<file path="src/rtl/pwm4_pkg.sv">
package pwm4_pkg;
    typedef enum logic [1:0] {
        CH_IDLE = 2'd0,
        CH_RUN  = 2'd1,
        CH_HOLD = 2'd2,
        CH_DONE = 2'd3
    } chan_state_t;

    localparam int EN_OFS  = 0;
    localparam int INV_OFS = 2;
    localparam int ARL_OFS = 3;

    localparam logic [7:0] A_PRE = 8'h00;
    localparam logic [7:0] A_SEL = 8'h04;
    localparam logic [7:0] A_CTL = 8'h08;

    function automatic int ctl_base(int c);
        return (c == 0) ? 0 : 4 * c + 4;
    endfunction

    function automatic logic [7:0] a_per(int c);
        return 8'(12 + 12 * c);
    endfunction

    function automatic logic [7:0] a_cmp(int c);
        return 8'(16 + 12 * c);
    endfunction

    function automatic logic [7:0] a_cnt(int c);
        return 8'(20 + 12 * c);
    endfunction
endpackage

</file>
<file path="src/rtl/pwm4_regs.sv">
module pwm4_regs
    import pwm4_pkg::*;
#(
    parameter int NCH = 4,
    parameter int CW  = 8,
    parameter int PW  = 8,
    parameter int SW  = 4
) (
    input  logic                          clk,
    input  logic                          rst_n,
    input  logic                          we,
    input  logic [7:0]                    addr,
    input  logic [31:0]                   wdata,
    output logic [31:0]                   rdata,
    input  logic [NCH-1:0][CW-1:0]        cnt_in,
    output logic [NCH/2-1:0][PW-1:0]      pre,
    output logic [NCH-1:0][SW-1:0]        sel,
    output logic [NCH-1:0]                en,
    output logic [NCH-1:0]                inv,
    output logic [NCH-1:0]                arl,
    output logic [NCH-1:0][CW-1:0]        per,
    output logic [NCH-1:0][CW-1:0]        cmp
);
    localparam int NPAIR = NCH / 2;

    logic unused_bits;
    assign unused_bits = ^wdata;

    always_ff @(posedge clk) begin
        if (!rst_n) begin
            pre <= '0;
            sel <= '0;
            en  <= '0;
            inv <= '0;
            arl <= '0;
            per <= '0;
            cmp <= '0;
        end else if (we) begin
            if (addr == A_PRE) pre <= wdata[NPAIR*PW-1:0];
            if (addr == A_SEL) sel <= wdata[NCH*SW-1:0];
            for (int c = 0; c < NCH; c++) begin
                if (addr == A_CTL) begin
                    en[c]  <= wdata[ctl_base(c) + EN_OFS];
                    inv[c] <= wdata[ctl_base(c) + INV_OFS];
                    arl[c] <= wdata[ctl_base(c) + ARL_OFS];
                end
                if (addr == a_per(c)) per[c] <= wdata[CW-1:0];
                if (addr == a_cmp(c)) cmp[c] <= wdata[CW-1:0];
            end
        end
    end

    always_comb begin
        rdata = '0;
        if (addr == A_PRE) rdata[NPAIR*PW-1:0] = pre;
        if (addr == A_SEL) rdata[NCH*SW-1:0] = sel;
        for (int c = 0; c < NCH; c++) begin
            if (addr == A_CTL) begin
                rdata[ctl_base(c) + EN_OFS]  = en[c];
                rdata[ctl_base(c) + INV_OFS] = inv[c];
                rdata[ctl_base(c) + ARL_OFS] = arl[c];
            end
            if (addr == a_per(c)) rdata[CW-1:0] = per[c];
            if (addr == a_cmp(c)) rdata[CW-1:0] = cmp[c];
            if (addr == a_cnt(c)) rdata[CW-1:0] = cnt_in[c];
        end
    end
endmodule

</file>
<file path="src/rtl/pwm4_clkdiv.sv">
module pwm4_clkdiv #(
    parameter int NCH = 4,
    parameter int PW  = 8,
    parameter int SW  = 4
) (
    input  logic                     clk,
    input  logic                     rst_n,
    input  logic [NCH/2-1:0][PW-1:0] pre,
    input  logic [NCH-1:0][SW-1:0]   sel,
    output logic [NCH-1:0]           tick
);
    localparam int NPAIR = NCH / 2;

    logic [NPAIR-1:0] base_tick;

    for (genvar p = 0; p < NPAIR; p++) begin : g_pair
        logic [PW-1:0] pcnt;
        assign base_tick[p] = (pre[p] != '0) && (pcnt >= pre[p]);
        always_ff @(posedge clk) begin
            if (!rst_n || pre[p] == '0 || base_tick[p]) pcnt <= '0;
            else                                      pcnt <= pcnt + 1'b1;
        end
    end

    for (genvar c = 0; c < NCH; c++) begin : g_stage2
        logic [3:0] dcnt;
        logic [3:0] lim;
        always_comb begin
            if (sel[c] < SW'(4)) lim = 4'((5'd2 << sel[c][1:0]) - 5'd1);
            else                 lim = 4'd0;
        end
        assign tick[c] = base_tick[c/2] && (dcnt >= lim);
        always_ff @(posedge clk) begin
            if (!rst_n)             dcnt <= '0;
            else if (base_tick[c/2]) dcnt <= tick[c] ? 4'd0 : dcnt + 4'd1;
        end
    end
endmodule

</file>
<file path="src/rtl/pwm4_chan.sv">
module pwm4_chan
    import pwm4_pkg::*;
#(
    parameter int CW = 8
) (
    input  logic          clk,
    input  logic          rst_n,
    input  logic          tick,
    input  logic          en,
    input  logic          arl,
    input  logic          inv,
    input  logic [CW-1:0] per,
    input  logic [CW-1:0] cmp,
    output logic          pwm,
    output logic          pulse,
    output logic [CW-1:0] cnt
);
    chan_state_t st, st_nx;
    logic [CW-1:0] cmp_q;
    logic wrap;

    assign wrap = tick && (cnt == '0);

    always_comb begin
        st_nx = st;
        unique case (st)
            CH_IDLE: if (en) st_nx = CH_RUN;
            CH_RUN:  begin
                if (!en)              st_nx = CH_HOLD;
                else if (wrap && !arl) st_nx = CH_DONE;
            end
            CH_HOLD: if (en) st_nx = CH_RUN;
            CH_DONE: if (!en) st_nx = CH_IDLE;
        endcase
    end

    always_ff @(posedge clk) begin
        if (!rst_n) st <= CH_IDLE;
        else        st <= st_nx;
    end

    always_ff @(posedge clk) begin
        if (!rst_n) begin
            cnt   <= '0;
            cmp_q <= '0;
        end else if (st == CH_IDLE && en) begin
            cnt   <= per;
            cmp_q <= cmp;
        end else if (st == CH_RUN && en && tick) begin
            if (cnt != '0) begin
                cnt <= cnt - 1'b1;
            end else if (arl) begin
                cnt   <= per;
                cmp_q <= cmp;
            end
        end
    end

    always_comb begin
        pwm   = inv;
        pulse = 1'b0;
        unique case (st)
            CH_RUN: begin
                pwm   = (en && (cnt <= cmp_q)) ^ inv;
                pulse = en && wrap;
            end
            default: ;
        endcase
    end
endmodule

</file>
<file path="src/rtl/pwm4.sv">
module pwm4
    import pwm4_pkg::*;
#(
    parameter int NCH = 4,
    parameter int CW  = 8,
    parameter int PW  = 8,
    parameter int SW  = 4
) (
    input  logic           clk,
    input  logic           rst_n,
    input  logic           reg_we,
    input  logic [7:0]     reg_addr,
    input  logic [31:0]    reg_wdata,
    output logic [31:0]    reg_rdata,
    output logic [NCH-1:0] pwm_out,
    output logic [NCH-1:0] period_pulse
);
    localparam int NPAIR = NCH / 2;

    logic [NPAIR-1:0][PW-1:0] pre_b;
    logic [NCH-1:0][SW-1:0]   sel_v;
    logic [NCH-1:0]           en_v, inv_v, arl_v, tick_v;
    logic [NCH-1:0][CW-1:0]   per_v, cmp_v, cnt_v;

    pwm4_regs #(.NCH(NCH), .CW(CW), .PW(PW), .SW(SW)) u_regs (
        .clk(clk), .rst_n(rst_n), .we(reg_we), .addr(reg_addr),
        .wdata(reg_wdata), .rdata(reg_rdata), .cnt_in(cnt_v),
        .pre(pre_b), .sel(sel_v), .en(en_v), .inv(inv_v), .arl(arl_v),
        .per(per_v), .cmp(cmp_v)
    );

    pwm4_clkdiv #(.NCH(NCH), .PW(PW), .SW(SW)) u_div (
        .clk(clk), .rst_n(rst_n), .pre(pre_b), .sel(sel_v), .tick(tick_v)
    );

    for (genvar c = 0; c < NCH; c++) begin : g_ch
        pwm4_chan #(.CW(CW)) u_ch (
            .clk(clk), .rst_n(rst_n), .tick(tick_v[c]), .en(en_v[c]),
            .arl(arl_v[c]), .inv(inv_v[c]), .per(per_v[c]), .cmp(cmp_v[c]),
            .pwm(pwm_out[c]), .pulse(period_pulse[c]), .cnt(cnt_v[c])
        );
    end
endmodule

</file>
<file path="config.mk">
export PLATFORM = sky130hd
export DESIGN_NAME = pwm4
export DESIGN_NICKNAME = d
export VERILOG_FILES = /design/src/rtl/pwm4_pkg.sv /design/src/rtl/pwm4_regs.sv /design/src/rtl/pwm4_clkdiv.sv /design/src/rtl/pwm4_chan.sv /design/src/rtl/pwm4.sv
export SDC_FILE = /design/constraint.sdc
export NUM_CORES = 1
export LEC_CHECK = 0
export CAP_MARGIN = 20
export CORE_MARGIN = 1
export CORE_UTILIZATION = 40
export CTS_BUF_LIST = sky130_fd_sc_hd__clkbuf_8 sky130_fd_sc_hd__clkbuf_16
export DETAILED_ROUTE_END_ITERATION = 10
export GPL_ROUTABILITY_DRIVEN = 0
export PLACE_DENSITY = 0.61
export SLEW_MARGIN = 25
export SYNTH_ARGS = -nofsm -noshare
export SYNTH_HDL_FRONTEND = slang
export SYNTH_SLANG_ARGS = --single-unit
</file>
<file path="constraint.sdc">
create_clock -name clk -period 3.6 [get_ports clk]
set_input_delay 0.72 -clock clk [delete_from_list [all_inputs] [get_ports clk]]
set_output_delay 0.72 -clock clk [all_outputs]
set_load 0.02 [all_outputs]
</file>
* Yosys cells after proc, flatten, opt, wreduce, memory -nomap -nowiden *
Index checks and enable logic that the tools add are counted.

word-level totals
  output and inout bits = 40
  bits in latches = 0
  logic and storage cells = 302
  register bits after elaboration = 212
  input bits = 43
  bits in read-only memories = 0
  bits in writable memories = 0
  memories = 0

operators by class
  divide/modulo/power cells = 0
  muxes and demuxes = 90
  shifts and indexed selects = 4
  add/sub/neg operators = 14
  multipliers = 0
  eq/ne operators = 42
  reductions and logical operators = 99
  $lt $le $gt $ge = 14
  bitwise gates (word level) = 4

operators with widths
  kind                 number
  $mux 8               44
  $eq 8x6->1 const B   7
  $logic_not 8->1      7
  $reduce_bool 8->1    6
  $mux 2               20
  $logic_and 1x1->1    34
  $eq 8x5->1 const B   4
  $le 8x8->1           4
  $mux 16              2
  $mux 4               8
  $sub 8x1->8 const B  4
  $reduce_and 2->1     15
  $pmux 2 s3           4
  $reduce_and 3->1     8
  $add 4x1->4 const B  4
  $add 8x1->8 const B  2
  $eq 2x2->1 const B   8
  $eq 8x4->1 const B   2
  $ge 4x4->1           4
  $ge 8x8->1           2
  $lt 4x3->1 const B   4
  $ne 2x1->1 const B   8
  $reduce_bool 2->1    8
  $shl 2x2->4 const A  4
  12 further kinds     54

* Logic depth before layout (Yosys ltp) *
Gate-level depths: netlist (run 1).

  word-level depth = 16
  mapped depth = 10
  gate-level depth less buffers = 9

* By module *
From an unflattened synthesis (run 1), not the netlist that was laid out.

unflattened totals
  cell total of the unflattened synthesis = 1617
  area, all modules = 13394.1 µm²

modules (own cells, without submodules)
  module       instances  area each (µm²)  sequential area each (µm²)  cells an instance
  pwm4_regs    1          5952.0           2162.1                      717
  pwm4_chan    4          1282.5           360.3                       155
  pwm4_clkdiv  1          2312.2           640.6                       280

* Least setup slack after synthesis (run 1) *
OpenSTA, ideal clock, no wires.

  path kind = input to output
  start = in reg_addr[7]
  end = out reg_rdata[4]
  buffers on the path = 0
  slack = 345 ps
  required time = 2880 ps
  cell stages on the path = 6
  arrival = 2535 ps
  cell sequence = or4b_1 -> nor2_1 -> o21ai_0 -> a221oi_1 -> nor3_1 -> o21ai_0

between the ends
  word-level cells in the longest chain between the ends = 15
  elaborated cells on any way between the ends = 28
  those cells by class = 13 x eq/ne; 14 x mux; 1 x reduce/logical

ends and longest elaborated chain
  element          line             text
  start, declared  pwm4.sv:12       input logic [7:0] reg_addr,
  $logic_not 8->1  pwm4_regs.sv:55  if (addr == A_PRE) rdata[NPAIR*PW-1:0] = pre;
  $mux 16          pwm4_regs.sv:55
  $mux 16          pwm4_regs.sv:56  if (addr == A_SEL) rdata[NCH*SW-1:0] = sel;
  $mux 8           pwm4_regs.sv:63  if (addr == a_per(c)) rdata[CW-1:0] = per[c];
  $mux 8           pwm4_regs.sv:64  if (addr == a_cmp(c)) rdata[CW-1:0] = cmp[c];
  $mux 8           pwm4_regs.sv:65  if (addr == a_cnt(c)) rdata[CW-1:0] = cnt_in[c];
  $mux 8           pwm4_regs.sv:63
  $mux 8           pwm4_regs.sv:64
  $mux 8           pwm4_regs.sv:65
  $mux 8           pwm4_regs.sv:63
  $mux 8           pwm4_regs.sv:64
  $mux 8           pwm4_regs.sv:65
  $mux 8           pwm4_regs.sv:63
  $mux 8           pwm4_regs.sv:64
  $mux 8 (*)       pwm4_regs.sv:65
  end, declared    pwm4.sv:14       output logic [31:0] reg_rdata,

Every way passes the cells marked *; elsewhere a longest branch is shown, timed or not.

* Final worst setup path (run 1) *
  start = in reg_addr[6]
  end = out reg_rdata[3]

between the ends
  word-level cells in the longest chain between the ends = 16
  elaborated cells on any way between the ends = 30
  those cells by class = 14 x eq/ne; 15 x mux; 1 x reduce/logical

ends and longest elaborated chain
  element          line             text
  $logic_not 8->1  pwm4_regs.sv:55
  $mux 16          pwm4_regs.sv:55
  $mux 16          pwm4_regs.sv:56
  $mux 2           pwm4_regs.sv:58  if (addr == A_CTL) begin
  $mux 8           pwm4_regs.sv:63
  $mux 8           pwm4_regs.sv:64
  $mux 8           pwm4_regs.sv:65
  $mux 8           pwm4_regs.sv:63
  $mux 8           pwm4_regs.sv:64
  $mux 8           pwm4_regs.sv:65
  $mux 8           pwm4_regs.sv:63
  $mux 8           pwm4_regs.sv:64
  $mux 8           pwm4_regs.sv:65
  $mux 8           pwm4_regs.sv:63
  $mux 8           pwm4_regs.sv:64
  $mux 8 (*)       pwm4_regs.sv:65

Marks and branches as above.

==> results.yml, run 1 <==
routing:
  drtAntennaViolNets: 0
  routed_wl_um: 40530
  via_count: 12070
  wire_per_inst_um: 19.06
  drt-initial-drc-count: 954
  drc: 0
  viasPerCell: 5.674
  dr.pass1.iters: 5
clock_network:
  clock_latency_ns: 0.54
  clock-sinks: 212
  htree_levels: 1
  root_buffer: "clkbuf_16"
  cts_max_path_buffers: 3
  path_clk_slew_ns: 0.06
  cts_made_buffers: 26
  ctsHoldBuffers: 0
  cts_tree: "built"
synth:
  syn_area_per_cell_um2: 7.913
  synth_seq_cells: 212
  synth_area_mm2: 0.01277
  async_flop_share: 0
  yosysWarnings: 0
  synthXorXnorAreaFrac: 0.01371
  synth_mux_area_frac: 0.1034
  synth_edf_count: 0
  synth_fa_ha_area_frac: 0.07641
  dominantRegCellSynth: "dfxtp_1"
  synth_top_family_by_area: "simple AND/OR/NAND/NOR gates"
  syn_inst: 1614
  synthSimpleGateAreaFrac: 0.2354
  yosysSeqAreaShare: 0.3323
  yosysUniqueCellTypes: 81
  synth_compound_area_frac: 0.1759
sta:
  period_share: 0.9801
  max-slew-margin-rel: 0.3670
  slew_violations: 0
  period_needed_ns: 3.528
  final_hold_viol_count: 0
  finClkSkew_ns: 0.02156
  max_freq_mhz: 283.4
  worstMarginPinSlew_ns: 0.9460
  setup_viol: 0
outcome:
  outcome: "complete, no violations"
floorplanning:
  die_area_mm2: 0.03265
  die_h_um: 180.7
  io_pins: 83
  start_util: 0.4058
  core-area_mm2: 0.03147
  die_x_um: 180.7
  row_count: 65
finish:
  seqCellArea_mm2: 0.004250
  layout_commonest_cell: "nand2_1"
  design_area_mm2: 0.01515
  multi_input_area_mm2: 0.007848
  fin_nets: 1826
  final_cell_mix: "252 x nand2_1, 207 x dfxtp_1, 152 x nor2_1"
  drive_gt1_frac: 0.1304
  finish.utilization: 0.4814
  diodes: 0
  fill_cells: 3077
  syn2layout_area_growth_pct: 18.63
global_routing:
  grt_first_pass_wirelength_um: 64540
  grt_pass1_vias: 11560
  antenna_found_initial: 1
  grt-ovfl-total: 0
  groute.usage.overall: 0.2480
  grt_max_degree: 75
worst_hold_path:
  hold_start: "g_ch[0].u_ch.cmp_q[6]"
  min_to: "g_ch[0].u_ch.cmp_q[6]"
  hold_class: "reg2reg"
  min_delay_path_depth: 2
worst_setup_path:
  reg2reg_slack_ns: 0.78
  crit_arrival_ns: 2.81
  worstSetupPathType: "in2out"
  rr_endpoint: "g_ch[2].u_ch.cnt[6]"
  r2r_start: "u_regs.sel[11]"
  worst_setup_path_start_kind: "primary input"
  reg2reg_depth: 8
  critPathCaptureType: "output pin"
  critical_path_required_ns: 2.88
  crit_path_max_fanout: 4
run:
  maxCapViolCount: 0
pwr:
  peakVddDrop_v: 0.0003343
  p_leak_uw: 0.006526
  power_density_mw_per_mm2: 368.1
placed_design:
  io_buffers: 56
  placed_area_mm2: 0.01419
  hpwl_um: 30140
-- synth_stat cells, drive strengths merged (11+ instances only) --
library cell | count | share of area
o21ai | 81 | 0.032
clkbuf | 68 | 0.020
nor2b | 13 | 0.0064
o211ai | 18 | 0.011
and2 | 15 | 0.0073
a21oi | 134 | 0.053
nor4 | 18 | 0.011
nand3 | 63 | 0.025
xnor2 | 11 | 0.0075
buf | 44 | 0.022
inv | 71 | 0.021
nand2 | 253 | 0.074
nand4 | 13 | 0.0075
nor2 | 157 | 0.047
nor3 | 32 | 0.013
mux2i | 115 | 0.090
ha | 78 | 0.076
a31oi | 15 | 0.0097
nand2b | 16 | 0.0078
and3 | 19 | 0.0093
dfxtp | 212 | 0.33
-- through the flow --
step / cells / setup slack [ns] / hold WS (ns) / setup TNS (ns) / power, uW
after CTS: 2127 / -0.09382 / 0.4594 / -0.09382 / 5593
after detailed placement: 2078 / -0.4299 / 0.4516 / -3.496 / 2892
after global routing: 2127 / -0.002996 / 0.4770 / -0.002996 / 5750
final: 2127 / 0.07179 / 0.4586 / 0 / 5577
after floorplan: 1626 / 0.3449 / 0.4372 / 0 / 2708
after global placement: 2078 / -0.4216 / 0.4464 / -3.197 / 2887
-- power breakdown --
group	internal, uW	total [uW]	switching (uW)
Clock	1660	2720	1060
Combinational	179	485	306
Sequential	2360	2370	12.5
Total	4200	5580	1380
-- routing by layer --
metal,track usage,share of wire
met1,0.3149,0.43
met3,0.03145,0.050
met4,0.08991,0.034
met2,0.4289,0.48
met5,0,0
-- logic make-up (layout without fill, tap and decap cells) --
| family | after synthesis | count (layout) |
|---|---|---|
| simple gates | 642 | 642 |
| compound gates | 353 | 353 |
| flops | 212 | 212 |
| buf+inv | 183 | 282 |
| mux | 125 | 125 |
| fa+ha+maj | 78 | 78 |
| xor+xnor | 20 | 20 |
| other cells | 1 | 13 |
-- sequential cells by signal (all words and copies together) (netlist names) --
register	flops
u_regs.per	32
u_regs.cmp	32
u_regs.en	4
u_div.g_stage2.dcnt	16
u_regs.pre	16
u_regs.arl	4
g_ch.u_ch.st	8
u_regs.inv	4
u_div.g_pair.pcnt	16
g_ch.u_ch.cnt	32
g_ch.u_ch.cmp_q	32
u_regs.sel	16
-- critical path, cell delays in order --
cell and delay (ns):
clkdlybuf4s50_1 0.42, or4b_4 0.53, buf_4 0.17, nor2_2 0.10, buf_4 0.13, buf_4 0.12
nand2_2 0.07, o211ai_1 0.24, a21oi_1 0.13, buf_4 0.18
-- what timing repair did --
action / 4_1_cts / 5_1_grt
endpoints found under the setup margin: 20 / 17
setup buffers: 1 / 0
resized for setup: 49 / 31
pin swaps: 3 / 7
-- final cells by class --
class,count,share of cell area
Tap cell,402,0.03320
Clock inverter,13,0.007514
Multi-Input combinational cell,1231,0.5179
Clock buffer,35,0.05186
Inverter,71,0.01775
Timing Repair Buffer,163,0.09125
Sequential cell,212,0.2805
-- worst max-delay path by stage --
stage | from | to | cells past startpoint
after global placement | reg_addr[7] | reg_rdata[7] | 10
final | reg_addr[6] | reg_rdata[3] | 10
after detailed placement | reg_addr[7] | reg_rdata[7] | 10
after floorplan | reg_addr[7] | reg_rdata[4] | 6
after CTS | reg_addr[7] | reg_rdata[0] | 10
after global routing | reg_addr[6] | reg_rdata[7] | 10
Note: power is estimated with default switching activity, not from simulation.
==> inputs of run 2 (changes only) <==
- ABC_AREA: not set -> 0
- CELL_PAD_IN_SITES_DETAIL_PLACEMENT: not set -> 0
- CELL_PAD_IN_SITES_GLOBAL_PLACEMENT: not set -> 2
- CORE_UTILIZATION: 40 -> 36
- PLACE_DENSITY: 0.61 -> 0.84
==> results.yml, run 2 (synthesized netlist as in run 1, its figures left out) <==
routing:
  routed_wl_um: 42580
  wire_per_inst_um: 19.58
  via_count: 12070
  drt-initial-drc-count: 1117
  drtAntennaViolNets: 0
  viasPerCell: 5.549
  drc: 0
  dr.pass1.iters: 6
clock_network:
  clock-sinks: 212
  clock_latency_ns: 0.54
  cts_made_buffers: 27
  cts_max_path_buffers: 3
  htree_levels: 1
  cts_tree: "built"
  root_buffer: "clkbuf_16"
  path_clk_slew_ns: 0.06
pwr:
  peakVddDrop_v: 0.0003036
  power_density_mw_per_mm2: 368.2
  p_leak_uw: 0.006410
finish:
  drive_gt1_frac: 0.1210
  syn2layout_area_growth_pct: 18.53
  multi_input_area_mm2: 0.007838
  finish.utilization: 0.4361
  layout.cells.non_filler: 2175
  seqCellArea_mm2: 0.004245
  fin_nets: 1824
  layout_commonest_cell: "nand2_1"
  final_cell_mix: "253 x nand2_1, 211 x dfxtp_1, 153 x nor2_1"
  fill_cells: 3512
worst_setup_path:
  worst_setup_path_start_kind: "primary input"
  critical_path_required_ns: 2.88
  critPathCaptureType: "output pin"
  crit_arrival_ns: 2.85
  crit_path_max_fanout: 6
  r2r_start: "u_regs.pre[1]"
  worstSetupPathType: "in2out"
  cp-startpoint: "reg_addr[7]"
sta:
  fin_tns_setup_ns: 0
  finClkSkew_ns: 0.01611
  whs_ns: 0.4593
  final_hold_viol_count: 0
  fin_ws_ns: 0.03278
  rsz0062_at_grt: "no"
  setup_viol: 0
  max-slew-margin-rel: 0.3616
  worstMarginPinSlew_ns: 0.9541
  slew_violations: 0
  period_needed_ns: 3.567
  period_share: 0.9909
  max_freq_mhz: 280.3
global_routing:
  grt_first_pass_wirelength_um: 65550
  groute.usage.overall: 0.2318
  grt_max_degree: 55
  antenna_found_initial: 0
  grt-ovfl-total: 0
  grt_pass1_vias: 11170
placed_design:
  place_inst: 2127
  dp_slack_ns: -0.5303
  hpwl_um: 31440
  io_buffers: 56
worst_hold_path:
  hold_class: "reg2reg"
  hold_start: "g_ch[2].u_ch.cmp_q[6]"
run:
  maxCapViolCount: 0
floorplanning:
  row_count: 68
  die_h_um: 190.4
  die_x_um: 190.4
  io_pins: 83
  start_util: 0.3679
  die_area_mm2: 0.03624
  core-area_mm2: 0.03471
outcome:
  outcome: "complete, no violations"
[run 2: worst paths after layout]
| check | endpoint | slack (ns) | cells past startpoint |
|---|---|---|---|
| max | reg_rdata[18] | 0.03 | 7 |
| min | g_ch[2].u_ch.cmp_q[6] | 0.46 | 2 |
| max reg2reg | g_ch[1].u_ch.st[1] | 0.79 | 8 |
| min reg2reg | g_ch[2].u_ch.cmp_q[6] | 0.46 | 2 |
[run 2: critical path: stages]
cell and delay, ns:
clkdlybuf4s50_1 0.43, buf_4 0.17, or4_1 0.64, nor2_1 0.15, buf_4 0.19, and3_1 0.22
clkdlybuf4s15_1 0.32
[run 2: report_power, final]
part	switching, uW	internal, uW	total, uW	leakage, uW
logic	308	175	483	0.00424
clock network	1060	1660	2720	0.000459
registers	15.6	2360	2370	0.00171
[run 2: area by class of cell]
type | instances | share of cell area
well taps | 455 | 0.03760
clock buffers | 32 | 0.04917
flip-flops and latches | 212 | 0.2804
diodes | 1 | 0.0001653
multi-input cells | 1231 | 0.5177
inverters | 71 | 0.01777
clock inverters | 13 | 0.008760
repair buffers | 160 | 0.08843
[run 2: metrics by stage]
step           cell area (um2)  total power [uW]
2_1_floorplan            12820              2708
3_3_place_gp             14230              2893
3_5_place_dp             14230              2892
4_1_cts                  15120              5616
5_1_grt                  15140              5752
6_report                 15140              5575
[run 2: per-layer routing]
layer,part of all wire,track usage
met1,0.48,0.3422
met2,0.42,0.3392
met3,0.077,0.04821
met4,0.019,0.05508
met5,0,0
[run 2: timing repair]
action | in CTS | in global routing
buffers inserted | 0 | 2
cloned | 0 | 0
pin swaps | 1 | 3
endpoints found under the setup margin | 22 | 14
resized for setup | 49 | 21
hold buffers | 0 | 0
==> inputs of run 3 (changes only) <==
- TNS_END_PERCENT: not set -> 50
==> results.yml, run 3 (synthesized netlist as in run 1, its figures left out) <==
floorplanning:
  row_count: 68
  io_pins: 83
  core-area_mm2: 0.03471
  start_util: 0.3679
  die_h_um: 190.4
  die_x_um: 190.4
  die_area_mm2: 0.03624
global_routing:
  grt_first_pass_wirelength_um: 65550
  groute.usage.overall: 0.2318
  antenna_found_initial: 0
  grt-ovfl-total: 0
  grt_max_degree: 55
  grt_pass1_vias: 11170
clock_network:
  cts_tree: "built"
  clock-sinks: 212
  clock_latency_ns: 0.54
  htree_levels: 1
  path_clk_slew_ns: 0.06
  root_buffer: "clkbuf_16"
  cts_max_path_buffers: 3
  ctsHoldBuffers: 0
  cts_made_buffers: 27
routing:
  wire_per_inst_um: 19.58
  viasPerCell: 5.579
  drc: 0
  drt-initial-drc-count: 991
  drtAntennaViolNets: 0
  routed_wl_um: 42550
  via_count: 12120
  dr.pass1.iters: 6
sta:
  slew_violations: 0
  final_hold_viol_count: 0
  fin_ws_ns: 0.03398
  whs_ns: 0.4607
  max-slew-margin-rel: 0.3547
  max_freq_mhz: 280.4
  finClkSkew_ns: 0.01870
  worstMarginPinSlew_ns: 0.9644
  period_needed_ns: 3.566
  rsz0062_at_grt: "yes"
  period_share: 0.9906
  setup_viol: 0
worst_setup_path:
  reg2reg_depth: 8
  worst_setup_path_start_kind: "primary input"
  critical_path_required_ns: 2.88
  crit_path_max_fanout: 3
  critPathCaptureType: "output pin"
  crit_arrival_ns: 2.85
  reg2reg_slack_ns: 0.77
  rr_endpoint: "g_ch[1].u_ch.st[1]"
  r2r_start: "u_regs.pre[1]"
  worstSetupPathType: "in2out"
pwr:
  power_density_mw_per_mm2: 368.8
  peakVddDrop_v: 0.0003045
  p_total_uw: 5578
  p_leak_uw: 0.006401
worst_hold_path:
  hold_start: "g_ch[2].u_ch.cmp_q[6]"
  hold_class: "reg2reg"
  min_delay_path_depth: 2
  min_to: "g_ch[2].u_ch.cmp_q[6]"
placed_design:
  hpwl_um: 31440
  io_buffers: 56
  dp_slack_ns: -0.5303
outcome:
  outcome: "complete, no violations"
finish:
  fill_cells: 3512
  final_cell_mix: "253 x nand2_1, 211 x dfxtp_1, 153 x nor2_1"
  finish.utilization: 0.4356
  drive_gt1_frac: 0.1206
  syn2layout_area_growth_pct: 18.40
  fin_nets: 1822
  layout_commonest_cell: "nand2_1"
run:
  maxCapViolCount: 0
[run 3: cell types whose count changed in the layout (fill, tap and decap cells not counted)]
cell             previous run  this run
a31oi_1                    13        12
a21oi_2                     2         1
a31oi_2                     0         1
a21oi_1                   132       133
buf_2                       4         5
clkdlybuf4s15_1             4         3
buf_4                     104       102
[run 3: layout make-up]
type,instances,area [um2],share of cell area
Sequential cell,212,4245,0.2807
Antenna cell,1,2.502,0.0001655
Multi-Input combinational cell,1231,7840,0.5185
Inverter,71,269.0,0.01779
Tap cell,455,569.3,0.03765
Clock buffer,32,744.5,0.04923
Timing Repair Buffer,158,1319,0.08721
Clock inverter,13,132.6,0.008770
[run 3: power breakdown]
group          switching (uW)  leakage, uW  internal (uW)  total, uW
Combinational             308      0.00423            175        483
Clock                    1060     0.000459           1660       2720
Sequential               15.9      0.00171           2360       2370
[run 3: timing repair]
item                                    in CTS  in global routing
endpoints found under the setup margin      22                 14
pin swaps                                    1                  1
cloned                                       0                  0
gates resized for setup                     49                 20
setup buffers                                0                  0
[run 3: metrics by stage]
stage / std cells / setup TNS, ns / instance area, um2
2_1_floorplan: 1626 / 0 / 12820
3_3_place_gp: 2127 / -3.606 / 14230
3_5_place_dp: 2127 / -3.454 / 14230
4_1_cts: 2172 / 0 / 15120
5_1_grt: 2172 / -0.02658 / 15120
6_report: 2173 / 0 / 15120
[run 3: worst max path at each step]
stage | startpoint | end | slack (ns) | depth (start not counted)
6_report | reg_addr[7] | reg_rdata[4] | 0.03 | 8
5_1_grt | reg_addr[7] | reg_rdata[4] | -0.01 | 8
4_1_cts | reg_addr[7] | reg_rdata[3] | 0.002 | 9
3_5_place_dp | reg_addr[7] | reg_rdata[4] | -0.53 | 8
3_3_place_gp | reg_addr[7] | reg_rdata[4] | -0.53 | 8
2_1_floorplan | reg_addr[7] | reg_rdata[4] | 0.34 | 6
[run 3: critical path, stage by stage]
cell             delay (ns)
clkdlybuf4s50_1        0.43
or4b_4                 0.59
nor2_1                 0.14
o21ai_0                0.09
a221oi_1               0.31
nor3_1                 0.11
o21ai_1                0.24
buf_2                  0.22
[run 3: routing by layer]
| layer | wire length, um | global-route usage |
|---|---|---|
| met2 | 17800 | 0.3392 |
| met4 | 854 | 0.05508 |
| met1 | 20470 | 0.3422 |
| met3 | 3426 | 0.04821 |
| met5 | 0 | 0 |
